===== config.mk =====
export PLATFORM = sky130hd
export DESIGN_NAME = dma_byte_seq
export DESIGN_NICKNAME = d
export VERILOG_FILES = /design/src/rtl/dseq_pkg.sv /design/src/rtl/dseq_slot_map.sv /design/src/rtl/dseq_play_chan.sv /design/src/rtl/dseq_cap_chan.sv /design/src/rtl/dseq_sticky.sv /design/src/rtl/dma_byte_seq.sv
export SDC_FILE = /design/constraint.sdc
export NUM_CORES = 1
export LEC_CHECK = 0
export BUFFER_PORTS_ARGS = -buffer_cell sky130_fd_sc_hd__buf_2
export CELL_PAD_IN_SITES_DETAIL_PLACEMENT = 1
export CELL_PAD_IN_SITES_GLOBAL_PLACEMENT = 2
export CORE_AREA = 2 2 115 117
export CTS_BUF_LIST = sky130_fd_sc_hd__clkbuf_8
export CTS_CLUSTER_SIZE = 28
export DETAILED_ROUTE_END_ITERATION = 7
export DIE_AREA = 0 0 117 119
export GPL_ROUTABILITY_DRIVEN = 0
export PLACE_DENSITY = 0.95
export SETUP_SLACK_MARGIN = 0.3
export SKIP_CTS_REPAIR_TIMING = 1
export SLEW_MARGIN = 5
export SYNTH_ARGS = -nofsm -noshare
export SYNTH_HDL_FRONTEND = slang
export SYNTH_SLANG_ARGS = --single-unit

===== constraint.sdc =====
create_clock -name clk -period 3.2 [get_ports clk]
set_clock_uncertainty 0.05 [all_clocks]
set_input_delay 0.16 -clock clk [delete_from_list [all_inputs] [get_ports clk]]
set_output_delay 0.16 -clock clk [all_outputs]
set_load 0.02 [all_outputs]

===== src/rtl/dseq_pkg.sv =====
package dseq_pkg;

  typedef enum logic [1:0] {
    FMT_U8   = 2'b00,
    FMT_LE16 = 2'b01,
    FMT_BE16 = 2'b10,
    FMT_RSV  = 2'b11
  } fmt_e;

  typedef enum logic [1:0] {
    CH_IDLE = 2'b00,
    CH_FILL = 2'b01,
    CH_FULL = 2'b10
  } ch_state_e;

  function automatic logic fmt_is16(input logic [1:0] f);
    return (f == FMT_LE16) || (f == FMT_BE16);
  endfunction

  function automatic logic fmt_be(input logic [1:0] f);
    return f == FMT_BE16;
  endfunction

  // bytes in one sample frame: 1, 2 or 4
  function automatic logic [2:0] frame_len(input logic [1:0] f, input logic st);
    logic [2:0] n;
    n = fmt_is16(f) ? 3'd2 : 3'd1;
    if (st) n = n << 1;
    return n;
  endfunction

endpackage


===== src/rtl/dseq_slot_map.sv =====
module dseq_slot_map
  import dseq_pkg::*;
(
  input  logic [1:0] fmt,
  input  logic       stereo,
  input  logic [1:0] idx,
  output logic       upper,
  output logic       right,
  output logic       last
);
  logic       wide;
  logic [2:0] len;

  assign wide  = fmt_is16(fmt);
  assign len   = frame_len(fmt, stereo);
  assign right = stereo && (wide ? idx[1] : idx[0]);
  assign upper = !wide || (idx[0] ^ fmt_be(fmt));
  assign last  = ({1'b0, idx} == (len - 3'd1));
endmodule


===== src/rtl/dseq_play_chan.sv =====
module dseq_play_chan
  import dseq_pkg::*;
#(
  parameter int BYTE_W = 8,
  localparam int WORD_W = 2 * BYTE_W
) (
  input  logic              clk,
  input  logic              rst_n,
  input  logic              tick,
  input  logic              en,
  input  logic              pio,
  input  logic [1:0]        fmt,
  input  logic              stereo,
  input  logic              dak,
  input  logic              pio_stb,
  input  logic [BYTE_W-1:0] wdata,
  output logic              drq,
  output logic              upper,
  output logic              right,
  output logic [WORD_W-1:0] out_l,
  output logic [WORD_W-1:0] out_r,
  output logic              last_evt,
  output logic              ur_evt
);
  ch_state_e         st_q;
  logic [1:0]        idx_q;
  logic [WORD_W-1:0] asm_l_q, asm_r_q;
  logic [WORD_W-1:0] out_l_q, out_r_q;
  logic              slot_up, slot_rt, slot_last;
  logic              step;

  dseq_slot_map u_map (
    .fmt    (fmt),
    .stereo (stereo),
    .idx    (idx_q),
    .upper  (slot_up),
    .right  (slot_rt),
    .last   (slot_last)
  );

  // place one bus byte into a sample word
  function automatic logic [WORD_W-1:0] put_byte(
    input logic [WORD_W-1:0] w,
    input logic [BYTE_W-1:0] b,
    input logic              up,
    input logic              wide
  );
    logic [WORD_W-1:0] r;
    r = w;
    if (!wide)   r = {b, {BYTE_W{1'b0}}};
    else if (up) r[WORD_W-1:BYTE_W] = b;
    else         r[BYTE_W-1:0] = b;
    return r;
  endfunction

  assign drq      = en && !pio && (st_q == CH_FILL);
  assign step     = en && (st_q == CH_FILL) && (pio ? pio_stb : dak);
  assign last_evt = step && slot_last;
  assign ur_evt   = en && tick && (st_q == CH_FILL);

  always_ff @(posedge clk) begin
    if (!rst_n) begin
      st_q    <= CH_IDLE;
      idx_q   <= '0;
      asm_l_q <= '0;
      asm_r_q <= '0;
      out_l_q <= '0;
      out_r_q <= '0;
    end else if (!en) begin
      st_q  <= CH_IDLE;
      idx_q <= '0;
    end else begin
      if (step) begin
        if (slot_rt) asm_r_q <= put_byte(asm_r_q, wdata, slot_up, fmt_is16(fmt));
        else         asm_l_q <= put_byte(asm_l_q, wdata, slot_up, fmt_is16(fmt));
        if (slot_last) begin
          st_q  <= CH_FULL;
          idx_q <= '0;
        end else begin
          idx_q <= idx_q + 2'd1;
        end
      end
      if (tick) begin
        case (st_q)
          CH_IDLE: begin
            st_q  <= CH_FILL;
            idx_q <= '0;
          end
          CH_FULL: begin
            out_l_q <= asm_l_q;
            out_r_q <= stereo ? asm_r_q : asm_l_q;
            st_q    <= CH_FILL;
            idx_q   <= '0;
          end
          default: ;
        endcase
      end
    end
  end

  assign upper = slot_up;
  assign right = slot_rt;
  assign out_l = out_l_q;
  assign out_r = out_r_q;
endmodule


===== src/rtl/dseq_cap_chan.sv =====
module dseq_cap_chan
  import dseq_pkg::*;
#(
  parameter int BYTE_W = 8,
  localparam int WORD_W = 2 * BYTE_W
) (
  input  logic              clk,
  input  logic              rst_n,
  input  logic              tick,
  input  logic              en,
  input  logic              pio,
  input  logic [1:0]        fmt,
  input  logic              stereo,
  input  logic              dak,
  input  logic              pio_stb,
  input  logic [WORD_W-1:0] in_l,
  input  logic [WORD_W-1:0] in_r,
  output logic              drq,
  output logic              upper,
  output logic              right,
  output logic [BYTE_W-1:0] rdata,
  output logic              last_evt
);
  ch_state_e         st_q;
  logic [1:0]        idx_q;
  logic [WORD_W-1:0] hold_l_q, hold_r_q;
  logic              slot_up, slot_rt, slot_last;
  logic              step;

  dseq_slot_map u_map (
    .fmt    (fmt),
    .stereo (stereo),
    .idx    (idx_q),
    .upper  (slot_up),
    .right  (slot_rt),
    .last   (slot_last)
  );

  function automatic logic [BYTE_W-1:0] pick_byte(
    input logic [WORD_W-1:0] w,
    input logic              up
  );
    return up ? w[WORD_W-1:BYTE_W] : w[BYTE_W-1:0];
  endfunction

  assign drq      = en && !pio && (st_q == CH_FILL);
  assign step     = en && (st_q == CH_FILL) && (pio ? pio_stb : dak);
  assign last_evt = step && slot_last;

  always_ff @(posedge clk) begin
    if (!rst_n) begin
      st_q     <= CH_IDLE;
      idx_q    <= '0;
      hold_l_q <= '0;
      hold_r_q <= '0;
    end else if (!en) begin
      st_q  <= CH_IDLE;
      idx_q <= '0;
    end else begin
      if (step) begin
        if (slot_last) begin
          st_q  <= CH_IDLE;
          idx_q <= '0;
        end else begin
          idx_q <= idx_q + 2'd1;
        end
      end
      if (tick) begin
        hold_l_q <= in_l;
        hold_r_q <= stereo ? in_r : '0;
        st_q     <= CH_FILL;
        idx_q    <= '0;
      end
    end
  end

  assign upper = slot_up;
  assign right = slot_rt;
  assign rdata = pick_byte(slot_rt ? hold_r_q : hold_l_q, slot_up);
endmodule


===== src/rtl/dseq_sticky.sv =====
module dseq_sticky (
  input  logic clk,
  input  logic rst_n,
  input  logic set,
  input  logic clr,
  output logic q
);
  logic q_q;
  always_ff @(posedge clk) begin
    if (!rst_n)   q_q <= 1'b0;
    else if (set) q_q <= 1'b1;
    else if (clr) q_q <= 1'b0;
  end
  assign q = q_q;
endmodule


===== src/rtl/dma_byte_seq.sv =====
module dma_byte_seq
  import dseq_pkg::*;
#(
  parameter int BYTE_W = 8,
  localparam int WORD_W = 2 * BYTE_W
) (
  input  logic              clk,
  input  logic              rst_n,
  input  logic              fs_tick,
  input  logic              underrun_clr,
  input  logic              play_en,
  input  logic              play_pio,
  input  logic [1:0]        play_fmt,
  input  logic              play_stereo,
  input  logic              play_dak,
  input  logic              play_pio_wr,
  input  logic [BYTE_W-1:0] play_wdata,
  output logic              play_drq,
  output logic              play_upper,
  output logic              play_right,
  output logic [WORD_W-1:0] play_l,
  output logic [WORD_W-1:0] play_r,
  input  logic              cap_en,
  input  logic              cap_pio,
  input  logic [1:0]        cap_fmt,
  input  logic              cap_stereo,
  input  logic              cap_dak,
  input  logic              cap_pio_rd,
  input  logic [WORD_W-1:0] cap_l,
  input  logic [WORD_W-1:0] cap_r,
  output logic              cap_drq,
  output logic              cap_upper,
  output logic              cap_right,
  output logic [BYTE_W-1:0] cap_rdata,
  output logic              drq_any,
  output logic              underrun
);
  logic play_last_evt;
  logic play_ur_evt;
  logic cap_last_evt;

  dseq_play_chan #(.BYTE_W(BYTE_W)) u_play (
    .clk      (clk),
    .rst_n    (rst_n),
    .tick     (fs_tick),
    .en       (play_en),
    .pio      (play_pio),
    .fmt      (play_fmt),
    .stereo   (play_stereo),
    .dak      (play_dak),
    .pio_stb  (play_pio_wr),
    .wdata    (play_wdata),
    .drq      (play_drq),
    .upper    (play_upper),
    .right    (play_right),
    .out_l    (play_l),
    .out_r    (play_r),
    .last_evt (play_last_evt),
    .ur_evt   (play_ur_evt)
  );

  dseq_cap_chan #(.BYTE_W(BYTE_W)) u_cap (
    .clk      (clk),
    .rst_n    (rst_n),
    .tick     (fs_tick),
    .en       (cap_en),
    .pio      (cap_pio),
    .fmt      (cap_fmt),
    .stereo   (cap_stereo),
    .dak      (cap_dak),
    .pio_stb  (cap_pio_rd),
    .in_l     (cap_l),
    .in_r     (cap_r),
    .drq      (cap_drq),
    .upper    (cap_upper),
    .right    (cap_right),
    .rdata    (cap_rdata),
    .last_evt (cap_last_evt)
  );

  dseq_sticky u_ur (
    .clk   (clk),
    .rst_n (rst_n),
    .set   (play_ur_evt),
    .clr   (underrun_clr),
    .q     (underrun)
  );

  assign drq_any = play_drq | cap_drq;
endmodule


* After elaboration in Yosys (flattened, before gate mapping)
Index checks and enable logic that the tools add are counted.
** Cells by class
- $add $sub $neg :: 4
- Eq/ne operators :: 10
- Muxes and demuxes :: 29
- Reduce and logical (&&, ||, !) cells :: 35
- Bitwise logic cells :: 6
** Operators by type and width (number)
- 2-to-1 mux 16 bit :: 4
- 2-to-1 mux 8 bit :: 3
- 2-to-1 mux 2 bit :: 11
- AND reduction 4 bit :: 4
- logical AND 1 bit :: 12
- 2-to-1 mux 1 bit :: 9
- AND reduction 2 bit :: 4
- == test 2 x 1 -> 1 bit, second input constant :: 3
- == test 2 bit, second input constant :: 3
- == test 2 x 3 -> 1 bit :: 2
- 2-to-1 mux 3 bit :: 2
- nonzero test 2 bit :: 3
- subtractor 3 x 1 -> 3 bit, second input constant :: 2
- adder 2 x 1 -> 2 bit, second input constant :: 2
- logical NOT 1 bit :: 4
- logical OR 1 bit :: 4
- inequality test 2 bit, second input constant :: 2
- NOT 1 bit :: 3
- AND reduction 3 bit :: 1
- OR reduction 3 bit :: 1
- logical NOT 2 bit :: 1
- OR reduction 2 bit :: 1
- bitwise XOR 1 bit :: 2
- OR 1 bit :: 1
** Word-level totals
- Output and inout port bits :: 48
- Register bits :: 104
- Word-level logic and storage cells :: 97

* Logic depth before layout (Yosys ltp)
- Depth after elaboration :: 10
- Depth in mapped cells :: 9
- Gate-level depth less buffers :: 6

* By module
From an unflattened synthesis, not the netlist that was laid out.
** Second synthesis, totals
- Cell total of the unflattened synthesis :: 490
- Area total of the unflattened synthesis :: 4633.2 µm²
** Modules (own cells, without submodules)
- dseq_play_chan :: area each 2827.7 µm², times used 1, cells each 293
- dseq_cap_chan :: area each 1577.8 µm², times used 1, cells each 171
- dseq_slot_map :: area each 90.1 µm², times used 2, cells each 11
- dseq_sticky :: area each 41.3 µm², times used 1, cells each 3
- dma_byte_seq :: area each 6.3 µm², times used 1, cells each 1

* Worst setup path before layout
OpenSTA, ideal clock, no wires.
- Path kind :: input to output
- Start :: input port cap_fmt[0]
- End :: output port cap_rdata[0]
- Buffers on the path :: 1
- Required time :: 2990 ps
- Cell stages on the path :: 6
- Arrival time :: 1589 ps
- Path slack :: 1401 ps
- Path through :: inv_1 ha_1 mux2i_1 nor2b_1 buf_4 mux4_2
** On the way
- Cells in the longest elaborated chain, start to end :: 6
- Elaborated cells on any way between the ends :: 10
- Those cells by class :: 2 x eq/ne; 3 x mux; 1 x bitwise; 4 x reduce/logical
** Ends and longest elaborated chain
- start: declaration :: RTL line dma_byte_seq.sv:25 : input logic [1:0] cap_fmt,
- == test 2 x 1 -> 1 bit / == test 2 bit (equally long branches) :: RTL line dseq_pkg.sv:17 : return (f == FMT_LE16) || (f == FMT_BE16);
- logical OR 1 bit * :: RTL line dseq_pkg.sv:17
- 2-to-1 mux 1 bit * :: RTL line dseq_slot_map.sv:16 : assign right = stereo && (wide ? idx[1] : idx[0]);
- logical AND 1 bit * :: RTL line dseq_slot_map.sv:16
- net cap_right :: RTL line dma_byte_seq.sv:33 : output logic cap_right,
- 2-to-1 mux 16 bit * :: RTL line dseq_cap_chan.sv:79 : assign rdata = pick_byte(slot_rt ? hold_r_q : hold_l_q, slot_up);
- 2-to-1 mux 8 bit * :: RTL line dseq_cap_chan.sv:43 : return up ? w[WORD_W-1:BYTE_W] : w[BYTE_W-1:0];
- end: declaration :: RTL line dma_byte_seq.sv:34 : output logic [BYTE_W-1:0] cap_rdata,
The timed path passes the listed nets; every way through them passes the cells marked *.

* Worst setup path after layout
- Start :: register u_cap.idx_q[0]
- End :: output port cap_rdata[5]
** On the way
- Cells in the longest elaborated chain, start to end :: 4
- Elaborated cells on any way between the ends :: 6
- Those cells by class :: 3 x mux; 1 x bitwise; 2 x reduce/logical
** Ends and longest elaborated chain
- start: declaration :: RTL line dseq_cap_chan.sv:25 : logic [1:0] idx_q;
- start signal: assignment :: RTL line dseq_cap_chan.sv:65 : idx_q <= idx_q + 2'd1;
- 2-to-1 mux 1 bit :: RTL line dseq_slot_map.sv:16
- logical AND 1 bit :: RTL line dseq_slot_map.sv:16
- 2-to-1 mux 16 bit :: RTL line dseq_cap_chan.sv:79
- 2-to-1 mux 8 bit * :: RTL line dseq_cap_chan.sv:43
Every way passes the cells marked *; elsewhere a longest branch is shown, timed or not.

==> insert_results.sql <==
INSERT INTO impl_metrics (metric_group, metric, value, unit) VALUES
('status', 'status', 'finished with violations', ''),
('status', 'violations', 'hold timing', ''),
('power_and_ir_drop', 'power_leakage', '2.42', 'nW'),
('sta', 'slew_violations', '0', ''),
('synth', 'synthDominantAreaCellType', 'sky130_fd_sc_hd__dfxtp_1', ''),
('floorplan', 'boundaryPins', '106', ''),
('sta', 'hold_slack', '-0.0156', 'ns'),
('worst_hold_path', 'hold_class', 'primary input to flip-flop', ''),
('power_and_ir_drop', 'power.density_cell_area', '424', 'nW/um^2'),
('setup_path', 'critical_path.cell_chain', 'mux2i_1 > nor2b_1 > buf_4 > mux4_2 > buf_2', ''),
('global_routing', 'overall_global_routing_usage', '16.3', '%'),
('drt', 'routed_wl', '13000', 'um'),
('cells_and_area', 'finalCoreUtilization', '43.1', '%'),
('setup_path', 'critical_path_class', 'flip-flop to output port', ''),
('run', 'drv_cap', '0', ''),
('global_routing', 'grt_use_met3', '3.97', '%'),
('synth', 'synth.lib_cells_used.distinct', '46', ''),
('clock_tree', 'clock_path_buffers', '2', ''),
('cells_and_area', 'nNetsFinal', '639', ''),
('sta', 'hold_viol_final', '1', ''),
('placed_design', 'io_buffer_count', '105', ''),
('setup_path', 'worst_path_largest_cell_delay', '0.54', 'ns'),
('placed_design', 'dp_hpwl', '8220', 'um'),
('setup_path', 'worstPathArrival', '2.08', 'ns'),
('power_and_ir_drop', 'max-vdd-ir-drop', '255', 'uV'),
('synth', 'avgSynthCellArea', '9.64', 'um^2'),
('cells_and_area', 'antenna-diode-count', '0', ''),
('drt', 'num_vias', '3767', ''),
('cells_and_area', 'filler_cell_count_in_the_final_layout', '1506', ''),
('global_routing', 'grt_most_used_layer', 'met2', ''),
('clock_tree', 'cts.root.buffer_cell', 'sky130_fd_sc_hd__clkbuf_8', ''),
('synth', 'count_of_flip_flops_with_a_built_in_enable_after_synthesis', '0', ''),
('drt', 'drt-vias-per-instance', '4.96', ''),
('clock_tree', 'tritoncts', 'yes', ''),
('clock_tree', 'clock-sinks', '104', ''),
('global_routing', 'met1_usage', '21.1', '%'),
('sta', 'rsz0062_at_grt', 'no', ''),
('sta', 'worstMarginPinSlew', '1.22', 'ns'),
('synth', 'syn_nets', '521', ''),
('sta', 'final_worst_path_period_need', '2.29', 'ns'),
('drt', 'firstDrtPassIters', '4', ''),
('sta', 'min_period_over_period', '71.6', '%'),
('sta', 'maxClockFrequency', '436', 'MHz'),
('floorplan', 'initial_utilization', '34.5', '%'),
('global_routing', 'grt_pass1_wl', '17800', 'um'),
('synth', 'synthCells', '461', ''),
('sta', 'setup_tns', '0', 'ns'),
('cells_and_area', 'layout-area-overhead-vs-synth', '24.9', '%'),
('setup_path', 'start_kind', 'flip-flop', ''),
('clock_tree', 'clk_transition_reported_paths', '0.10', 'ns'),
('drt', 'detailedRoute.firstIterationViolations', '224', ''),
('synth', 'synth.top_cell.area_share', '46.8', '%'),
('clock_tree', 'insertion_delay', '0.37', 'ns'),
('sta', 'timing.final.ws_setup', '0.907', 'ns'),
('global_routing', 'grt_antenna_before_repair', '0', ''),
('drt', 'drc_errors', '0', ''),
('synth', 'synthTopCellsByArea', 'sky130_fd_sc_hd__dfxtp_1 (47%), sky130_fd_sc_hd__mux2i_1 (11%), sky130_fd_sc_hd__nand2_1 (11%)', ''),
('cells_and_area', 'layout.cells.most_common_list', 'sky130_fd_sc_hd__nand2_1 (136), sky130_fd_sc_hd__buf_2 (105), sky130_fd_sc_hd__dfxtp_1 (104)', ''),
('cells_and_area', 'final_layout_size_suffix_gt1_share', '24.3', '%'),
('global_routing', 'met2_usage', '26.8', '%'),
('sta', 'relSlewSlack', '18.1', '%'),
('floorplan', 'die_w', '117', 'um'),
('clock_tree', 'cts-htree-levels', '3', ''),
('synth', 'yosys_warnings', '0', ''),
('cells_and_area', 'layout.cells.most_common', 'sky130_fd_sc_hd__nand2_1', ''),
('synth', 'synth-async-reset-ratio', '0', '%'),
('sta', 'timing.final.setup_violations', '0', ''),
('setup_path', 'slowest_stage', 'sky130_fd_sc_hd__mux4_2', ''),
('synth', 'synth-seq-area-share', '46.8', '%'),
('floorplan', 'die_area', '13900', 'um^2'),
('placed_design', 'dp_slack', '0.929', 'ns');
==> worst max-delay path, delay by kind of cell (launching register included) <==
kind | cells | cell delay, ns
muxes | 2 | 0.68
DFF | 1 | 0.49
buffers and inverters | 2 | 0.41
and+or+nand+nor | 1 | 0.13
==> cell usage after synthesis, types with 2 or more instances <==
library cell	number
sky130_fd_sc_hd__and2_1	3
sky130_fd_sc_hd__o211a_1	16
sky130_fd_sc_hd__and4bb_1	2
sky130_fd_sc_hd__nand3_1	3
sky130_fd_sc_hd__a211oi_1	2
sky130_fd_sc_hd__nor2b_1	6
sky130_fd_sc_hd__a21oi_1	3
sky130_fd_sc_hd__dfxtp_1	104
sky130_fd_sc_hd__buf_2	12
sky130_fd_sc_hd__mux2_2	2
sky130_fd_sc_hd__ha_1	2
sky130_fd_sc_hd__a21boi_1	3
sky130_fd_sc_hd__or3_1	2
sky130_fd_sc_hd__nand2_1	136
sky130_fd_sc_hd__nor2_1	9
sky130_fd_sc_hd__mux4_2	8
sky130_fd_sc_hd__a21boi_0	29
sky130_fd_sc_hd__inv_1	5
sky130_fd_sc_hd__nor3_4	2
sky130_fd_sc_hd__a22o_1	16
sky130_fd_sc_hd__clkbuf_1	15
sky130_fd_sc_hd__buf_4	4
sky130_fd_sc_hd__mux2i_1	51
sky130_fd_sc_hd__xor2_1	3
sky130_fd_sc_hd__nor4b_1	2
==> cell type report <==
cell class | count | area, um^2 | area share [%]
Multi-Input combinational cell | 319 | 2180 | 39.3
Sequential cell | 104 | 2080 | 37.5
Timing Repair Buffer | 140 | 863 | 15.6
Tap cell | 176 | 220 | 3.97
Clock buffer | 10 | 138 | 2.48
Clock inverter | 6 | 45.0 | 0.812
Inverter | 5 | 18.8 | 0.338
==> flip-flops by register name (all words and copies together) (netlist names) <==
register / cells
u_cap.hold_l_q: 16
u_cap.hold_r_q: 16
u_play.asm_l_q: 16
u_play.asm_r_q: 16
u_play.out_l: 16
u_play.out_r: 16
u_cap.idx_q: 2
u_play.idx_q: 2
u_play.st_q: 2
u_cap.st_q: 1
u_ur.q: 1
==> metrics by stage <==
| step | hold WS, ns | instance area [um^2] | cells | power, W |
|---|---|---|---|---|
| floorplan | 0.236 | 4450 | 461 | 0.00148 |
| global placement | 0.327 | 5070 | 714 | 0.00155 |
| detailed placement | 0.332 | 5070 | 714 | 0.00156 |
| CTS | -0.0816 | 5250 | 730 | 0.00234 |
| global route | 0.0163 | 5550 | 760 | 0.00245 |
| finish | -0.0156 | 5550 | 760 | 0.00236 |
==> layer usage <==
layer	vias up	wire [um]
li1	1821	-
met1	1823	5690
met2	106	6540
met3	17	573
met4	0	204
met5	-	0
==> final timing paths <==
check | from | slack, ns | to | cells after the start
worst min register to register | u_play.out_l[11] | 0.41 | u_play.out_l[11] | 2
worst max register to register | u_play.idx_q[0] | 1.19 | u_play.asm_r_q[11] | 4
worst max-delay path | u_cap.idx_q[0] | 0.91 | cap_rdata[5] | 5
worst min-delay path | cap_l[4] | -0.02 | u_cap.hold_l_q[4] | 3
==> report_power, final <==
part	switching, W	leakage [nW]	internal [W]
combinational	0.000131	1.49	0.000110
sequential	0.0000138	0.841	0.00131
clock	0.000480	0.0956	0.000309
total	0.000624	2.42	0.00173
==> cell families after synthesis <==
| logic type | after synthesis | share of synthesized area, % |
|---|---|---|
| compound gates | 75 | 14.0 |
| xor+xnor | 4 | 0.788 |
| fa+ha+maj | 2 | 0.563 |
| buf+inv | 38 | 4.05 |
| flops | 104 | 46.8 |
| mux | 61 | 16.0 |
| simple gates | 177 | 17.8 |
Power figures use the tool's default switching activity.
